### src/rtl/scl_dda_pkg.sv
package scl_dda_pkg;

  // Integer parts of the step ceilings
  localparam int unsigned CEIL_VERT_INT   = 15;
  localparam int unsigned CEIL_WIDE_INT   = 8;
  localparam int unsigned CEIL_NARROW_INT = 4;

  // Byte-per-pixel codes with a dedicated horizontal ceiling
  localparam int unsigned BPP_CODE_TWO  = 2;
  localparam int unsigned BPP_CODE_FOUR = 4;

  typedef enum logic [1:0] {
    CEIL_VERT     = 2'd0,
    CEIL_WIDE     = 2'd1,
    CEIL_NARROW   = 2'd2,
    CEIL_FALLBACK = 2'd3
  } ceil_kind_e;

endpackage

### src/rtl/scl_operand_prep.sv
module scl_operand_prep #(
  parameter int unsigned FX_W   = 32,
  parameter int unsigned FRAC_W = 12
) (
  input  logic [FX_W-1:0]  in_fx,
  input  logic [FX_W-1:0]  out_fx,
  output logic [FX_W-1:0]  dividend_o,
  output logic [FX_W-1:0]  divisor_o,
  output logic [FX_W-1:0]  phase_o
);

  localparam logic [FX_W-1:0] UNIT_FX = FX_W'(1) << FRAC_W;
  localparam logic [FX_W-1:0] PAIR_FX = FX_W'(2) << FRAC_W;

  always_comb begin
    // Source span: size less one unit, never negative
    if (in_fx >= UNIT_FX) begin
      dividend_o = in_fx - UNIT_FX;
    end else begin
      dividend_o = '0;
    end

    // Destination span: size less one unit, floored at one unit
    if (out_fx >= PAIR_FX) begin
      divisor_o = out_fx - UNIT_FX;
    end else begin
      divisor_o = UNIT_FX;
    end

    phase_o = FX_W'(in_fx[FRAC_W-1:0]);
  end

endmodule

### src/rtl/scl_limit_sel.sv
module scl_limit_sel
  import scl_dda_pkg::*;
#(
  parameter int unsigned FX_W   = 32,
  parameter int unsigned FRAC_W = 12,
  parameter int unsigned BPP_W  = 3
) (
  input  logic             vert_i,
  input  logic [BPP_W-1:0] bpp_i,
  output logic [FX_W-1:0]  ceil_o,
  output logic             warn_o
);

  localparam logic [FX_W-1:0] CEIL_V_FX = FX_W'(CEIL_VERT_INT)   << FRAC_W;
  localparam logic [FX_W-1:0] CEIL_W_FX = FX_W'(CEIL_WIDE_INT)   << FRAC_W;
  localparam logic [FX_W-1:0] CEIL_N_FX = FX_W'(CEIL_NARROW_INT) << FRAC_W;

  ceil_kind_e kind;

  always_comb begin
    if (vert_i) begin
      kind = CEIL_VERT;
    end else if (bpp_i == BPP_W'(BPP_CODE_TWO)) begin
      kind = CEIL_WIDE;
    end else if (bpp_i == BPP_W'(BPP_CODE_FOUR)) begin
      kind = CEIL_NARROW;
    end else begin
      kind = CEIL_FALLBACK;
    end
  end

  always_comb begin
    warn_o = 1'b0;
    unique case (kind)
      CEIL_VERT:     ceil_o = CEIL_V_FX;
      CEIL_WIDE:     ceil_o = CEIL_W_FX;
      CEIL_NARROW:   ceil_o = CEIL_N_FX;
      CEIL_FALLBACK: begin
        ceil_o = CEIL_N_FX;
        warn_o = 1'b1;
      end
      default:       ceil_o = CEIL_N_FX;
    endcase
  end

endmodule

### src/rtl/scl_restoring_div.sv
module scl_restoring_div #(
  parameter int unsigned NUM_W = 44,
  parameter int unsigned DEN_W = 32
) (
  input  logic             clk,
  input  logic             rst_n,
  input  logic             load_i,
  input  logic [NUM_W-1:0] num_i,
  input  logic [DEN_W-1:0] den_i,
  output logic             busy_o,
  output logic             fin_o,
  output logic [NUM_W-1:0] quo_o
);

  localparam int unsigned CNT_W = $clog2(NUM_W + 1);

  logic [DEN_W-1:0] rem_q, rem_d;
  logic [NUM_W-1:0] acc_q, acc_d;
  logic [DEN_W-1:0] den_q, den_d;
  logic [CNT_W-1:0] cnt_q, cnt_d;
  logic             fin_q, fin_d;

  logic [DEN_W:0]   rem_sh;
  logic             take;
  logic [DEN_W-1:0] diff;

  // One trial subtraction per clock, dividend bits enter from the top
  always_comb begin
    rem_sh = {rem_q, acc_q[NUM_W-1]};
    take   = rem_sh >= {1'b0, den_q};
    diff   = rem_sh[DEN_W-1:0] - den_q;

    rem_d = rem_q;
    acc_d = acc_q;
    den_d = den_q;
    cnt_d = cnt_q;
    fin_d = 1'b0;

    if (load_i) begin
      rem_d = '0;
      acc_d = num_i;
      den_d = den_i;
      cnt_d = CNT_W'(NUM_W);
    end else if (cnt_q != '0) begin
      rem_d = take ? diff : rem_sh[DEN_W-1:0];
      acc_d = {acc_q[NUM_W-2:0], take};
      cnt_d = cnt_q - CNT_W'(1);
      fin_d = (cnt_q == CNT_W'(1));
    end
  end

  always_ff @(posedge clk or negedge rst_n) begin
    if (!rst_n) begin
      rem_q <= '0;
      acc_q <= '0;
      den_q <= '0;
      cnt_q <= '0;
      fin_q <= 1'b0;
    end else begin
      rem_q <= rem_d;
      acc_q <= acc_d;
      den_q <= den_d;
      cnt_q <= cnt_d;
      fin_q <= fin_d;
    end
  end

  assign busy_o = (cnt_q != '0);
  assign fin_o  = fin_q;
  assign quo_o  = acc_q;

endmodule

### src/rtl/scl_dda_step.sv
module scl_dda_step #(
  parameter int unsigned INT_W  = 20,
  parameter int unsigned FRAC_W = 12,
  parameter int unsigned BPP_W  = 3,
  localparam int unsigned FX_W  = INT_W + FRAC_W
) (
  input  logic             clk,
  input  logic             rst_n,
  input  logic             start,
  input  logic [FX_W-1:0]  in_size,
  input  logic [FX_W-1:0]  out_size,
  input  logic             vert,
  input  logic [BPP_W-1:0] bpp,
  output logic             busy,
  output logic             done,
  output logic [FX_W-1:0]  step,
  output logic [FX_W-1:0]  phase,
  output logic             bpp_warn
);

  localparam int unsigned NUM_W = FX_W + FRAC_W;

  logic [FX_W-1:0]  dividend, divisor, phase_in;
  logic             div_busy, div_fin;
  logic [NUM_W-1:0] quotient;
  logic             accept;

  // Request configuration held for the result stage
  logic             cfg_vert_q, cfg_vert_d;
  logic [BPP_W-1:0] cfg_bpp_q, cfg_bpp_d;
  logic [FX_W-1:0]  cfg_phase_q, cfg_phase_d;

  logic [FX_W-1:0]  ceil_fx;
  logic             ceil_warn;
  logic [FX_W-1:0]  clamped;

  logic [FX_W-1:0]  step_q, step_d;
  logic [FX_W-1:0]  phase_q, phase_d;
  logic             warn_q, warn_d;
  logic             done_q, done_d;

  assign busy   = div_busy | div_fin;
  assign accept = start & ~busy;

  scl_operand_prep #(
    .FX_W   (FX_W),
    .FRAC_W (FRAC_W)
  ) i_prep (
    .in_fx      (in_size),
    .out_fx     (out_size),
    .dividend_o (dividend),
    .divisor_o  (divisor),
    .phase_o    (phase_in)
  );

  scl_restoring_div #(
    .NUM_W (NUM_W),
    .DEN_W (FX_W)
  ) i_div (
    .clk    (clk),
    .rst_n  (rst_n),
    .load_i (accept),
    .num_i  ({dividend, {FRAC_W{1'b0}}}),
    .den_i  (divisor),
    .busy_o (div_busy),
    .fin_o  (div_fin),
    .quo_o  (quotient)
  );

  scl_limit_sel #(
    .FX_W   (FX_W),
    .FRAC_W (FRAC_W),
    .BPP_W  (BPP_W)
  ) i_lim (
    .vert_i (cfg_vert_q),
    .bpp_i  (cfg_bpp_q),
    .ceil_o (ceil_fx),
    .warn_o (ceil_warn)
  );

  // Next state: configuration capture on accept, result capture on finish
  always_comb begin
    cfg_vert_d  = cfg_vert_q;
    cfg_bpp_d   = cfg_bpp_q;
    cfg_phase_d = cfg_phase_q;
    if (accept) begin
      cfg_vert_d  = vert;
      cfg_bpp_d   = bpp;
      cfg_phase_d = phase_in;
    end

    if (quotient > NUM_W'(ceil_fx)) begin
      clamped = ceil_fx;
    end else begin
      clamped = quotient[FX_W-1:0];
    end

    step_d  = step_q;
    phase_d = phase_q;
    warn_d  = warn_q;
    done_d  = 1'b0;
    if (div_fin) begin
      step_d  = clamped;
      phase_d = cfg_phase_q;
      warn_d  = ceil_warn;
      done_d  = 1'b1;
    end
  end

  always_ff @(posedge clk or negedge rst_n) begin
    if (!rst_n) begin
      cfg_vert_q  <= 1'b0;
      cfg_bpp_q   <= '0;
      cfg_phase_q <= '0;
      step_q      <= '0;
      phase_q     <= '0;
      warn_q      <= 1'b0;
      done_q      <= 1'b0;
    end else begin
      cfg_vert_q  <= cfg_vert_d;
      cfg_bpp_q   <= cfg_bpp_d;
      cfg_phase_q <= cfg_phase_d;
      step_q      <= step_d;
      phase_q     <= phase_d;
      warn_q      <= warn_d;
      done_q      <= done_d;
    end
  end

  assign done     = done_q;
  assign step     = step_q;
  assign phase    = phase_q;
  assign bpp_warn = warn_q;

endmodule

### config.mk
export PLATFORM = sky130hd
export DESIGN_NAME = scl_dda_step
export DESIGN_NICKNAME = d
export VERILOG_FILES = /design/src/rtl/scl_dda_pkg.sv /design/src/rtl/scl_operand_prep.sv /design/src/rtl/scl_limit_sel.sv /design/src/rtl/scl_restoring_div.sv /design/src/rtl/scl_dda_step.sv
export SDC_FILE = /design/constraint.sdc
export NUM_CORES = 1
export LEC_CHECK = 0
export ABC_CLOCK_PERIOD_IN_PS = 7500
export BUFFER_PORTS_ARGS = -buffer_cell sky130_fd_sc_hd__buf_2
export CORE_MARGIN = 2
export CORE_UTILIZATION = 42
export DETAILED_ROUTE_END_ITERATION = 6
export SLEW_MARGIN = 20
export SYNTH_ARGS = -nofsm -noshare
export SYNTH_HDL_FRONTEND = slang
export SYNTH_SLANG_ARGS = --single-unit
### constraint.sdc
create_clock -name clk -period 7.5 [get_ports clk]
set_input_delay 1.5 -clock clk [delete_from_list [all_inputs] [get_ports clk]]
set_output_delay 1.5 -clock clk [all_outputs]
set_load 0.01 [all_outputs]
==> impl_metrics.toml <==
[route]
routed_via_density = 5.37
dr.first_iter.drc_count = 682
wire_per_inst_um = 16.2
firstDrtPassIters = 5
drc = 0
wl_mm = 25.4
antenna_left = 0
vias = 8406

[clock_tree]
cts_root_buf = "clkbuf_16"
htreeDepth = 4
cts.clk_slew.worst_paths_ns = 0.07
cts_tree = "built"
ctsHoldBuffers = 0
cts.sink_count = 177
cts_buffers = 17
clock_path_buffers = 2
clk_latency_ns = 0.44
postCtsResizedCells = 0
cts_setup_buffers = 0

[layout]
fill_cells = 2333
final_cell_mix = "176 x dfrtp_1, 168 x nand2_1, 116 x buf_2"
fin_area_mm2 = 0.0115
antenna_cells = 0
drive_gt1_share_pct = 15.5
final_core_util_pct = 48.8
final_common_cell = "dfrtp_1"
area_delta_synth_final_pct = 13.5
nets = 1346

[global_route]
grt_max_degree = 82
grt-ovfl-total = 0
grt_antenna_before_repair = 0
grt_util_all_layers_pct = 20.4
first_global_vias = 8135
grt_first_pass_wirelength_mm = 42.4

[synth]
ys_ff_latch = 177
async_reset_ff_share_pct = 100
syn_area_per_cell_um2 = 8.88
synth_ff_type = "dfrtp_1"
synth_warnings = 0
synth_edf_count = 0
synth_cells = 1143
synth_area_mm2 = 0.0101
seq_area_frac_synth_pct = 43.7
synth_cell_types = 65

[outcome]
status = "completed"

[floorplan]
fp.dieArea_mm2 = 0.0254
die_w_um = 159
design.core.area_mm2 = 0.0236
start_util_pct = 43.0
boundaryPins = 138
fp-row-count = 56
die_height_um = 159

[setup_path]
reg2reg_depth = 11
slowest_stage = "or3_2"
required_ns = 7.83
rr_endpoint = "i_div.rem_q[22]"
cp_max_fo = 39
endpoint = "i_div.den_q[30]"
crit_arrival_ns = 4.34
critPathLaunchType = "input pin"
cp_slowest_stage_delay_ns = 0.82
critPathKind = "input pin to register"
regToRegSetupSlack_ns = 3.85
r2r_start = "i_div.rem_q[3]"
crit_start = "start"
path_cells = "buf_2 -> inv_1 -> or3_2 -> a21oi_2 -> clkinv_1 -> o22ai_1"
endpoint_kind = "register"

[timing]
fin_crit_ns = 4.00
rsz0062_at_grt = "no"
worst_slew_pin_slew_ns = 0.990
hold_viol_final = 0
slew_headroom_pct = 33.8
fin_setup_tns_ns = 0
maxSlewViolCount = 0
fin_crit_sh_pct = 53.4
max_freq_mhz = 250
skew_ns = 0.0128
setup_viol = 0

[power]
powerDensity_mw_per_mm2 = 331
total_power_mw = 3.81
peakVddDrop_mv = 0.178
p_leak_nw = 5.43

[placement]
io_buffers = 117
gp_congestion = 0.914
dp_hpwl_mm = 17.7
placed_area_mm2 = 0.0109

[worst_hold_path]
min_path_type = "register to register"

[job]
drv_cap = 0
-- per-stage QoR --
step	instances	setup WS (ns)	hold slack, ns
2_1_floorplan	1162	4.12	0.352
3_3_place_gp	1532	3.17	0.454
3_5_place_dp	1532	3.09	0.457
4_1_cts	1564	3.56	0.475
5_1_grt	1564	3.34	0.506
6_report	1564	3.50	0.473
-- worst max-delay path: cells and delay by family --
kind	cells	cell delay (ns)
AO/OA/AOI/OAI	2	1.06
buffers and inverters	3	0.93
AND/OR/NAND/NOR	1	0.82
-- routing by layer --
metal / vias up / GRT usage [%] / part of all wire, %
li1: 4132 / - / -
met1: 4049 / 30.1 / 50
met2: 205 / 31.6 / 45
met3: 20 / 2.84 / 3.9
met4: 0 / 5.41 / 1.3
met5: - / 0 / 0
-- flip-flops by register name, summed over array words and instances (netlist names) --
name         flops
done             1
phase           12
cfg_phase_q     12
i_div.den_q     32
i_div.quo_o     44
cfg_bpp_q        3
i_div.fin_o      1
i_div.rem_q     32
step            32
cfg_vert_q       1
bpp_warn         1
i_div.cnt_q      6
-- synth_stat cells (16+ instances only) --
| master | count | area, um^2 |
|---|---|---|
| o21ai_0 | 71 | 355 |
| mux2_2 | 16 | 180 |
| nand2_1 | 168 | 631 |
| nand3_1 | 44 | 220 |
| a21oi_1 | 97 | 485 |
| nor4_1 | 24 | 150 |
| nor2_1 | 69 | 259 |
| clkbuf_1 | 52 | 195 |
| a21o_1 | 16 | 120 |
| ha_1 | 42 | 526 |
| xnor2_1 | 39 | 342 |
| buf_4 | 20 | 150 |
| nor2b_1 | 20 | 125 |
| dfrtp_1 | 177 | 4430 |
| mux2i_1 | 30 | 300 |
| inv_1 | 60 | 225 |
| o22ai_1 | 29 | 181 |
| xor2_1 | 23 | 201 |
| o21ai_1 | 20 | 100 |
-- cell families after synthesis --
| kind of cell | count (synthesis) | share of synthesized area, % |
|---|---|---|
| buffers and inverters | 138 | 6.09 |
| multiplexers | 46 | 4.74 |
| adder cells (fa/ha/maj) | 43 | 5.38 |
| XOR/XNOR | 62 | 5.35 |
| other | 1 | 0.0370 |
| AO/OA/AOI/OAI | 289 | 16.8 |
| flip-flops | 177 | 43.7 |
| AND/OR/NAND/NOR | 387 | 17.9 |
-- how the worst min path moves through the flow --
stage                               start         endpoint  slack, ns  depth (start not counted)
after global placement     cfg_phase_q[1]   cfg_phase_q[1]       0.45                          2
after global routing       cfg_phase_q[0]   cfg_phase_q[0]       0.51                          2
after floorplan               i_div.fin_o             done       0.35                          0
after detailed placement  cfg_phase_q[11]  cfg_phase_q[11]       0.46                          2
final                     cfg_phase_q[11]  cfg_phase_q[11]       0.47                          2
after CTS                 cfg_phase_q[11]  cfg_phase_q[11]       0.48                          2
-- power by group --
part	leakage, nW	switching (mW)	internal, mW
Clock	0.289	0.435	0.456
Sequential	2.18	0.145	1.15
Combinational	2.96	0.913	0.709
-- final cells by class --
type / instances / area [um^2] / share of cell area [%]
Sequential cell: 177 / 4430 / 38.5
Timing Repair Buffer: 128 / 674 / 5.86
Clock buffer: 18 / 439 / 3.81
Inverter: 61 / 229 / 1.99
Multi-Input combinational cell: 847 / 5180 / 45.0
Clock inverter: 14 / 159 / 1.38
Tap cell: 319 / 399 / 3.47
(Power assumes the default switching activity.)
